File: src/rtl/pwb_pkg.sv
package pwb_pkg;
   typedef logic [7:0] byte_t;

   function automatic int unsigned min_cycle(input int unsigned page);
      return 2 * page + 2;
   endfunction
endpackage

File: src/rtl/pwb_collect.sv
module pwb_collect #(
   parameter int ADDR_W = 16,
   parameter int OFS_W  = 7,
   parameter int PAGE   = 128
) (
   input  logic                    clk,
   input  logic                    rst_n,
   input  logic                    wip,
   input  logic                    wr_start,
   input  logic [ADDR_W-1:0]       wr_addr,
   input  logic                    wel,
   input  logic                    byte_vld,
   input  logic                    cs_rise,
   input  logic                    cs_aligned,
   output logic                    commit,
   output logic [ADDR_W-OFS_W-1:0] page_base,
   output logic                    buf_we,
   output logic [OFS_W-1:0]        buf_idx,
   output logic [PAGE-1:0]         mask
);
   logic             armed;
   logic             got_byte;
   logic [OFS_W-1:0] ptr;
   logic             take_start;

   assign take_start = wr_start && !wip;

   always_ff @(posedge clk or negedge rst_n) begin
      if (!rst_n) begin
         armed     <= 1'b0;
         got_byte  <= 1'b0;
         ptr       <= '0;
         page_base <= '0;
         mask      <= '0;
      end else if (take_start) begin
         armed     <= wel;
         got_byte  <= 1'b0;
         ptr       <= wr_addr[OFS_W-1:0];
         page_base <= wr_addr[ADDR_W-1:OFS_W];
         mask      <= '0;
      end else begin
         if (byte_vld && armed) begin
            mask[ptr] <= 1'b1;
            ptr       <= ptr + OFS_W'(1);
            got_byte  <= 1'b1;
         end
         if (cs_rise) armed <= 1'b0;
      end
   end

   assign commit  = cs_rise && cs_aligned && armed && got_byte && !wip;
   assign buf_we  = byte_vld && armed && !take_start;
   assign buf_idx = ptr;

   // a start strobe during a cycle must leave the latched page untouched
   a_r8_start_ignored: assert property (@(posedge clk) disable iff (!rst_n)
      (wip && wr_start) |=> $stable(page_base));
endmodule

File: src/rtl/pwb_seq.sv
module pwb_seq #(
   parameter int PAGE    = 128,
   parameter int OFS_W   = 7,
   parameter int T_WRITE = 5000
) (
   input  logic             clk,
   input  logic             rst_n,
   input  logic             commit,
   input  logic [PAGE-1:0]  mask,
   output logic             wip,
   output logic             wel_clr,
   output logic             rd_en,
   output logic [OFS_W-1:0] rd_idx,
   output logic             load_we,
   output logic [OFS_W-1:0] load_idx,
   output logic             prog_we,
   output logic [OFS_W-1:0] prog_idx
);
   localparam int CNT_W = $clog2(T_WRITE + 1);

   logic [CNT_W-1:0] cnt;
   logic [CNT_W-1:0] cnt_m1;
   logic [CNT_W-1:0] cnt_mp;

   always_ff @(posedge clk or negedge rst_n) begin
      if (!rst_n) begin
         wip     <= 1'b0;
         wel_clr <= 1'b0;
         cnt     <= '0;
      end else begin
         wel_clr <= 1'b0;
         if (commit) begin
            wip <= 1'b1;
            cnt <= '0;
         end else if (wip) begin
            if (cnt == CNT_W'(T_WRITE - 1)) begin
               wip     <= 1'b0;
               wel_clr <= 1'b1;
            end else begin
               cnt <= cnt + CNT_W'(1);
            end
         end
      end
   end

   assign cnt_m1   = cnt - CNT_W'(1);
   assign cnt_mp   = cnt - CNT_W'(PAGE + 1);
   assign rd_en    = wip && (cnt < CNT_W'(PAGE));
   assign rd_idx   = cnt[OFS_W-1:0];
   assign load_idx = cnt_m1[OFS_W-1:0];
   assign load_we  = wip && (cnt >= CNT_W'(1)) && (cnt <= CNT_W'(PAGE)) && !mask[load_idx];
   assign prog_idx = cnt_mp[OFS_W-1:0];
   assign prog_we  = wip && (cnt >= CNT_W'(PAGE + 1)) && (cnt <= CNT_W'(2 * PAGE));

   // the latch-clear pulse follows directly on the end of a busy period
   a_r7_clr_after_wip: assert property (@(posedge clk) disable iff (!rst_n)
      wel_clr |-> (!wip && $past(wip)));

   // consecutive program beats step through the page one offset at a time
   a_r6_prog_order: assert property (@(posedge clk) disable iff (!rst_n)
      (prog_we && $past(prog_we)) |-> (prog_idx == $past(prog_idx) + OFS_W'(1)));
endmodule

File: src/rtl/page_write_buffer.sv
module page_write_buffer #(
   parameter int ADDR_W     = 16,
   parameter int PAGE_BYTES = 128,
   parameter int T_WRITE    = 5000
) (
   input  logic              clk,
   input  logic              rst_n,
   input  logic              wr_start,
   input  logic [ADDR_W-1:0] wr_addr,
   input  logic              wel,
   input  logic              byte_vld,
   input  logic [7:0]        byte_data,
   input  logic              cs_rise,
   input  logic              cs_aligned,
   output logic              wip,
   output logic              wel_clr,
   output logic              arr_rd_en,
   output logic [ADDR_W-1:0] arr_rd_addr,
   input  logic [7:0]        arr_rd_data,
   output logic              arr_we,
   output logic [ADDR_W-1:0] arr_wr_addr,
   output logic [7:0]        arr_wr_data
);
   import pwb_pkg::*;

   localparam int OFS_W = $clog2(PAGE_BYTES);
   localparam int PG_W  = ADDR_W - OFS_W;

   if (PAGE_BYTES != (1 << OFS_W)) begin : g_bad_page
      $error("PAGE_BYTES must be a power of two");
   end
   if (T_WRITE < int'(min_cycle(PAGE_BYTES))) begin : g_bad_time
      $error("T_WRITE too short for a load and a program pass");
   end
   if (ADDR_W <= OFS_W) begin : g_bad_addr
      $error("ADDR_W must exceed the page offset width");
   end

   logic                  commit;
   logic [PG_W-1:0]       page_base;
   logic                  col_we;
   logic [OFS_W-1:0]      col_idx;
   logic [PAGE_BYTES-1:0] mask;
   logic                  ld_we;
   logic [OFS_W-1:0]      ld_idx;
   logic [OFS_W-1:0]      rd_idx;
   logic [OFS_W-1:0]      prog_idx;
   byte_t                 pbuf [PAGE_BYTES];

   pwb_collect #(.ADDR_W(ADDR_W), .OFS_W(OFS_W), .PAGE(PAGE_BYTES)) u_col (
      .clk(clk), .rst_n(rst_n), .wip(wip),
      .wr_start(wr_start), .wr_addr(wr_addr), .wel(wel),
      .byte_vld(byte_vld), .cs_rise(cs_rise), .cs_aligned(cs_aligned),
      .commit(commit), .page_base(page_base),
      .buf_we(col_we), .buf_idx(col_idx), .mask(mask)
   );

   pwb_seq #(.PAGE(PAGE_BYTES), .OFS_W(OFS_W), .T_WRITE(T_WRITE)) u_seq (
      .clk(clk), .rst_n(rst_n), .commit(commit), .mask(mask),
      .wip(wip), .wel_clr(wel_clr),
      .rd_en(arr_rd_en), .rd_idx(rd_idx),
      .load_we(ld_we), .load_idx(ld_idx),
      .prog_we(arr_we), .prog_idx(prog_idx)
   );

   for (genvar g = 0; g < PAGE_BYTES; g++) begin : g_slot
      byte_t q;
      always_ff @(posedge clk or negedge rst_n) begin
         if (!rst_n)                                   q <= '0;
         else if (col_we && col_idx == OFS_W'(g))      q <= byte_data;
         else if (ld_we && ld_idx == OFS_W'(g))        q <= arr_rd_data;
      end
      assign pbuf[g] = q;
   end

   assign arr_rd_addr = {page_base, rd_idx};
   assign arr_wr_addr = {page_base, prog_idx};
   assign arr_wr_data = pbuf[prog_idx];

   // every busy period is opened by an aligned chip-select rise
   a_r3_rise_opens_cycle: assert property (@(posedge clk) disable iff (!rst_n)
      $rose(wip) |-> $past(cs_rise && cs_aligned));

   // array writes only happen inside a busy period
   a_r6_write_in_cycle: assert property (@(posedge clk) disable iff (!rst_n)
      arr_we |-> wip);

   // nothing is written while the block holds no cycle
   a_r1_quiet_idle: assert property (@(posedge clk) disable iff (!rst_n)
      (!wip && !$past(wip)) |-> (!arr_we && !wel_clr));
endmodule

File: config.mk
export PLATFORM = sky130hd
export DESIGN_NAME = page_write_buffer
export DESIGN_NICKNAME = d
export VERILOG_FILES = /design/src/rtl/pwb_pkg.sv /design/src/rtl/pwb_collect.sv /design/src/rtl/pwb_seq.sv /design/src/rtl/page_write_buffer.sv
export SDC_FILE = /design/constraint.sdc
export NUM_CORES = 2
export LEC_CHECK = 0
export BUFFER_PORTS_ARGS = -buffer_cell sky130_fd_sc_hd__clkbuf_2
export CAP_MARGIN = 15
export CORE_UTILIZATION = 30
export DETAILED_ROUTE_END_ITERATION = 7
export GPL_TIMING_DRIVEN = 0
export PLACE_DENSITY = 0.48
export SYNTH_ARGS = -nofsm -noshare
export SYNTH_HDL_FRONTEND = slang
export SYNTH_SLANG_ARGS = --single-unit
File: constraint.sdc
create_clock -name clk -period 8.9 [get_ports clk]
set_clock_uncertainty 0.1 [all_clocks]
set_input_delay 0.445 -clock clk [delete_from_list [all_inputs] [get_ports clk]]
set_output_delay 0.445 -clock clk [all_outputs]
set_load 0.02 [all_outputs]
==> summary.md <==
| Metric | Value |
|---|---|
| Outcome | completed |
| Commonest non-fill, non-tap cells in the layout | dfrtp_1, nor2_1, a21oi_1 |
| Sw Ratio | 26.52% |
| Initial DRC count | 8659 |
| Count of cell types in the netlist | between 60 and 70 |
| Total track usage | 30.38% |
| Fillers | 23450 |
| Commonest non-fill, non-tap cell in the layout | dfrtp_1 |
| Total number of yosys warnings | 0 |
| Io pins | 83 |
| Buffers on Ports | between 60 and 70 |
| Clock power frac | 49.1% |
| Final Max Slew Viols | 0 |
| Worst setup EP type | output port |
| Cell family with most CP delay | buffers and inverters |
| Dpl hpwl | 268300 um |
| Overflow after GRT | 0 |
| Total Wirelength | between 300000 and 400000 um |
| Max Clock Freq | 0.1159 GHz |
| Post-DRT Antenna Nets | 0 |
| Startpoint Class | flop |
| Pin count of the biggest net entering global routing | approximately 110 |
| Die width | ~480 um |
| Initial antenna violation count | 20 |
| Post-synthesis mux area share | 19.33% |
| Synth Area in Compound Gates | 15.83% |
| TritonRoute pass-1 iters | 8 |
| Post-synth EDFFs | 0 |
| Number of global-route vias before repair | just over 60000 |
| Clk slew on worst S/H paths | 0.06 ns |
| CP max FO | 19 |
| Root Buffer | clkbuf_16 |
| Syn_area_per_cell | about 9.7 um2 |
| Crit path required time | 8.36 ns |
| Wire length per cell | between 30 and 40 um |
| Netlist Area Pre-Place | about 70000 um2 |
| Fraction of the cycle the final worst path needs | 96.95% |
| RSZ-0062 raised after global routing | no |
| # setup viols final | 0 |
| Share of flip-flops with an asynchronous set or reset | 100.0% |
| Critical Setup Path Class | reg -> out |
| Lkg Pwr | between 0.02 and 0.03 uW |
| # Max-Cap Violations | 0 |
| Placeable Area | between 200000 and 250000 um2 |
| CTS buffer count | around 150 |
| Largest family of logic cells by synthesized area | multiplexers |
| H-tree levels | 4 |
| Comb pwr share | 5.7% |
| Sequential share of power | between 40% and 50% |
| Die footprint | ~230000 um2 |
| Clock sinks | between 1000 and 1500 |
| CTS tree | yes |
| Xor and xnor area share after synthesis | less than 1% |
| M2 GR Usage | 44.51% |
| Worst vdd ir | ~150 uV |
| Final count of hold timing violations | 0 |
| Skew-Pair Late Insertion Delay | around 0.85 ns |
| Main flop type after synthesis | dfrtp_1 |
| Power density over cell area | between 150 and 200 nW/um2 |
| Worst hold path type | in -> async |
| Grt met1 use | approximately two fifths |
| First-pass GRT wire length | 503300 um |
| Slowest stage cell, crit path | dfrtp_1 |
| Worst slew pin tran | 1.343 ns |
| Crit path buf inv count | 14 |
| Share of cells above drive strength 1 | 13.27% |
| Register bit total from synthesis | approximately 1200 |
| Syn Inst Count | about 7200 |
| Crit path cell chain | buf_6, buf_6, buf_2, buf_4, buf_6, buf_4, inv_1, ha_1, buf_2, buf_4, clkbuf_4, clkbuf_8, clkbuf_1, buf_8, mux4_2, nand2_1, nand3_1, nand3_1, nand3_1, o22a_1, clkbuf_2 |
| Seq. cell area | 29650 um2 |
| Area occupied by multi-input gates | 36560 um2 |
| P_sw | 3270 uW |
| Final nets | between 7000 and 8000 |
| Routability cong. | approximately 1.0 |
| M3 GR Usage | under 10% |
| Total power | 12330 uW |
| Crit-path max cell delay | approximately 0.60 ns |
| Global routing's busiest layer | met2 |
| DR vias/cell | 6.132 |
| Pint | 9061 uW |
| Total number of vias | 65190 |
| Min Hold Slack | roughly 0.075 ns |
| Final critical-path required period | between 8 and 9 ns |
| WP data arrival | ~8.1 ns |
| Die Y | around 480 um |
| Relative slew slack | a little over a tenth |
| Starting Density | about 30% |
| Post-synthesis adder-cell area fraction | less than 1% |
| Longest Clk Path Bufs | 3 |
| FP Rows | ~180 |
| Fraction of the mapped netlist area in simple logic gates | around 17% |
| Register area share after synthesis | between 40% and 50% |
| Post-CTS Setup Bufs | 0 |
| # DRC | 0 |
| Syn Nets | 7211 |
| Synth-to-Final Area Change | 15.50% |
## cells in the mapped netlist, types with 5 or more instances
master        n  area, um2
dfrtp_1    1185      29650
nor2_1     1057       3968
a21oi_1     647       3238
clkbuf_1    645       2421
mux2i_1     594       5946
nand2_1     554       2079
a31oi_1     448       2803
o31ai_1     384       2883
mux4_2      321       7229
nand4_1     274       1714
o21ai_0     142      710.7
or4_1       130      975.9
nand3_1     114      570.6
buf_2       103      515.5
nor3_1       86      430.4
and2_1       68      425.4
o41ai_1      64      560.5
buf_1        58      217.7
nor4_4       31      659.4
nand2b_1     27      168.9
and3_1       21      131.4
buf_4        20      150.1
mux2_2       20      225.2
nor4_2       17      212.7
a2111oi_4    16      440.4
a211oi_1     10      75.07
buf_6        10      112.6
ha_1         10      125.1
o21ai_1      10      50.05
xnor2_1      10      87.58
inv_1         8      30.03
nor3b_1       7      52.55
or3_1         7      43.79
o22a_1        6      52.55
xor2_1        6      52.55
nor4_1        5      31.28
## layer usage
metal | share of wire, % | up-vias | routed length [um]
met5 | 0 | - | 0
li1 | - | 27320 | -
met1 | 40 | 33100 | 144800
met3 | 9.5 | 913 | 34370
met2 | 43 | 3855 | 155500
met4 | 7.7 | 0 | 27850
## layout make-up
cell class	instances	area share, %
multi-input cells	5128	45.59
inverters	12	0.05616
repair buffers	167	2.287
clock buffers	225	5.328
well taps	3026	4.721
clock inverters	36	0.5133
flip-flops and latches	1185	36.98
diodes	19	0.05929
plain buffers	833	4.473
## kinds of logic after synthesis
group	count (synthesis)
AO/OA/AOI/OAI	1747
XOR/XNOR	17
adder cells (fa/ha/maj)	10
buffers and inverters	849
flip-flops	1185
multiplexers	937
AND/OR/NAND/NOR	2417
## worst register-to-register path, stage by stage (launching register included)
cell and delay [ns]:
dfrtp_1 0.60, buf_6 0.21, buf_6 0.27, buf_2 0.37
buf_4 0.37, buf_6 0.36, buf_4 0.39, inv_1 0.29
ha_1 0.37, xnor2_2 0.48, inv_2 0.44, mux4_2 0.53
mux2i_1 0.16, o22ai_1 1.04, clkbuf_1 0.45, clkbuf_1 0.66
clkbuf_1 0.81, o31ai_1 0.20, a31oi_1 0.20
## registers in the layout, indices dropped and copies added (netlist names)
register and cells:
u_col.mask 128, u_col.page_base 9, u_col.got_byte 1, u_col.buf_idx 7, u_col.armed 1, u_seq.wip 1, u_seq.wel_clr 1, g_slot.q 1024
u_seq.cnt 13
## metrics by stage
step	TNS (ns)	setup slack [ns]	area, um2	instances	utilization (%)
after floorplan	0	2.914	69440	7162	-
after global placement	-	-24.50	73550	10250	31.96
after detailed placement	-136.54	-1.837	75060	10330	32.62
after CTS	0	0.01893	80120	10610	34.82
after global routing	0	0.2141	80160	10620	34.83
final	0	0.2713	80200	10630	34.85
## power by group through the flow
stage                     sequential (uW)  combinational [uW]  clock, uW
final                                5570                 706       6060
after floorplan                      5630                 291          0
after global placement               5680                 645          0
after detailed placement             5660                 686          0
after global routing                 5570                 745       6310
after CTS                            5560                 694       6110
## final timing paths
path | endpoint | depth (start not counted) | startpoint | slack, ns
setup / recovery | arr_wr_data[2] | 21 | u_seq.cnt[0] | 0.27
hold reg to reg | u_col.mask[85] | 2 | u_col.mask[85] | 0.37
setup reg to reg | g_slot[63].q[0] | 18 | u_seq.cnt[0] | 0.53
hold / removal | g_slot[39].q[3] | 2 | rst_n | 0.08
min in group clk | u_col.buf_idx[0] | 4 | wr_start | 0.08
max in group asynchronous | u_col.mask[73] | 7 | rst_n | 5.65
## what timing repair did
| item | 4_1_cts | 5_1_grt |
|---|---|---|
| pin swaps | 0 | 0 |
| gates cloned | 0 | 0 |
| hold buffers | 22 | 0 |
| hold endpoints to repair | 133 | 0 |
| gates resized for setup | 61 | 1 |
| setup endpoints to repair | 516 | 6 |
No activity file was read; power rests on OpenSTA's default activity.
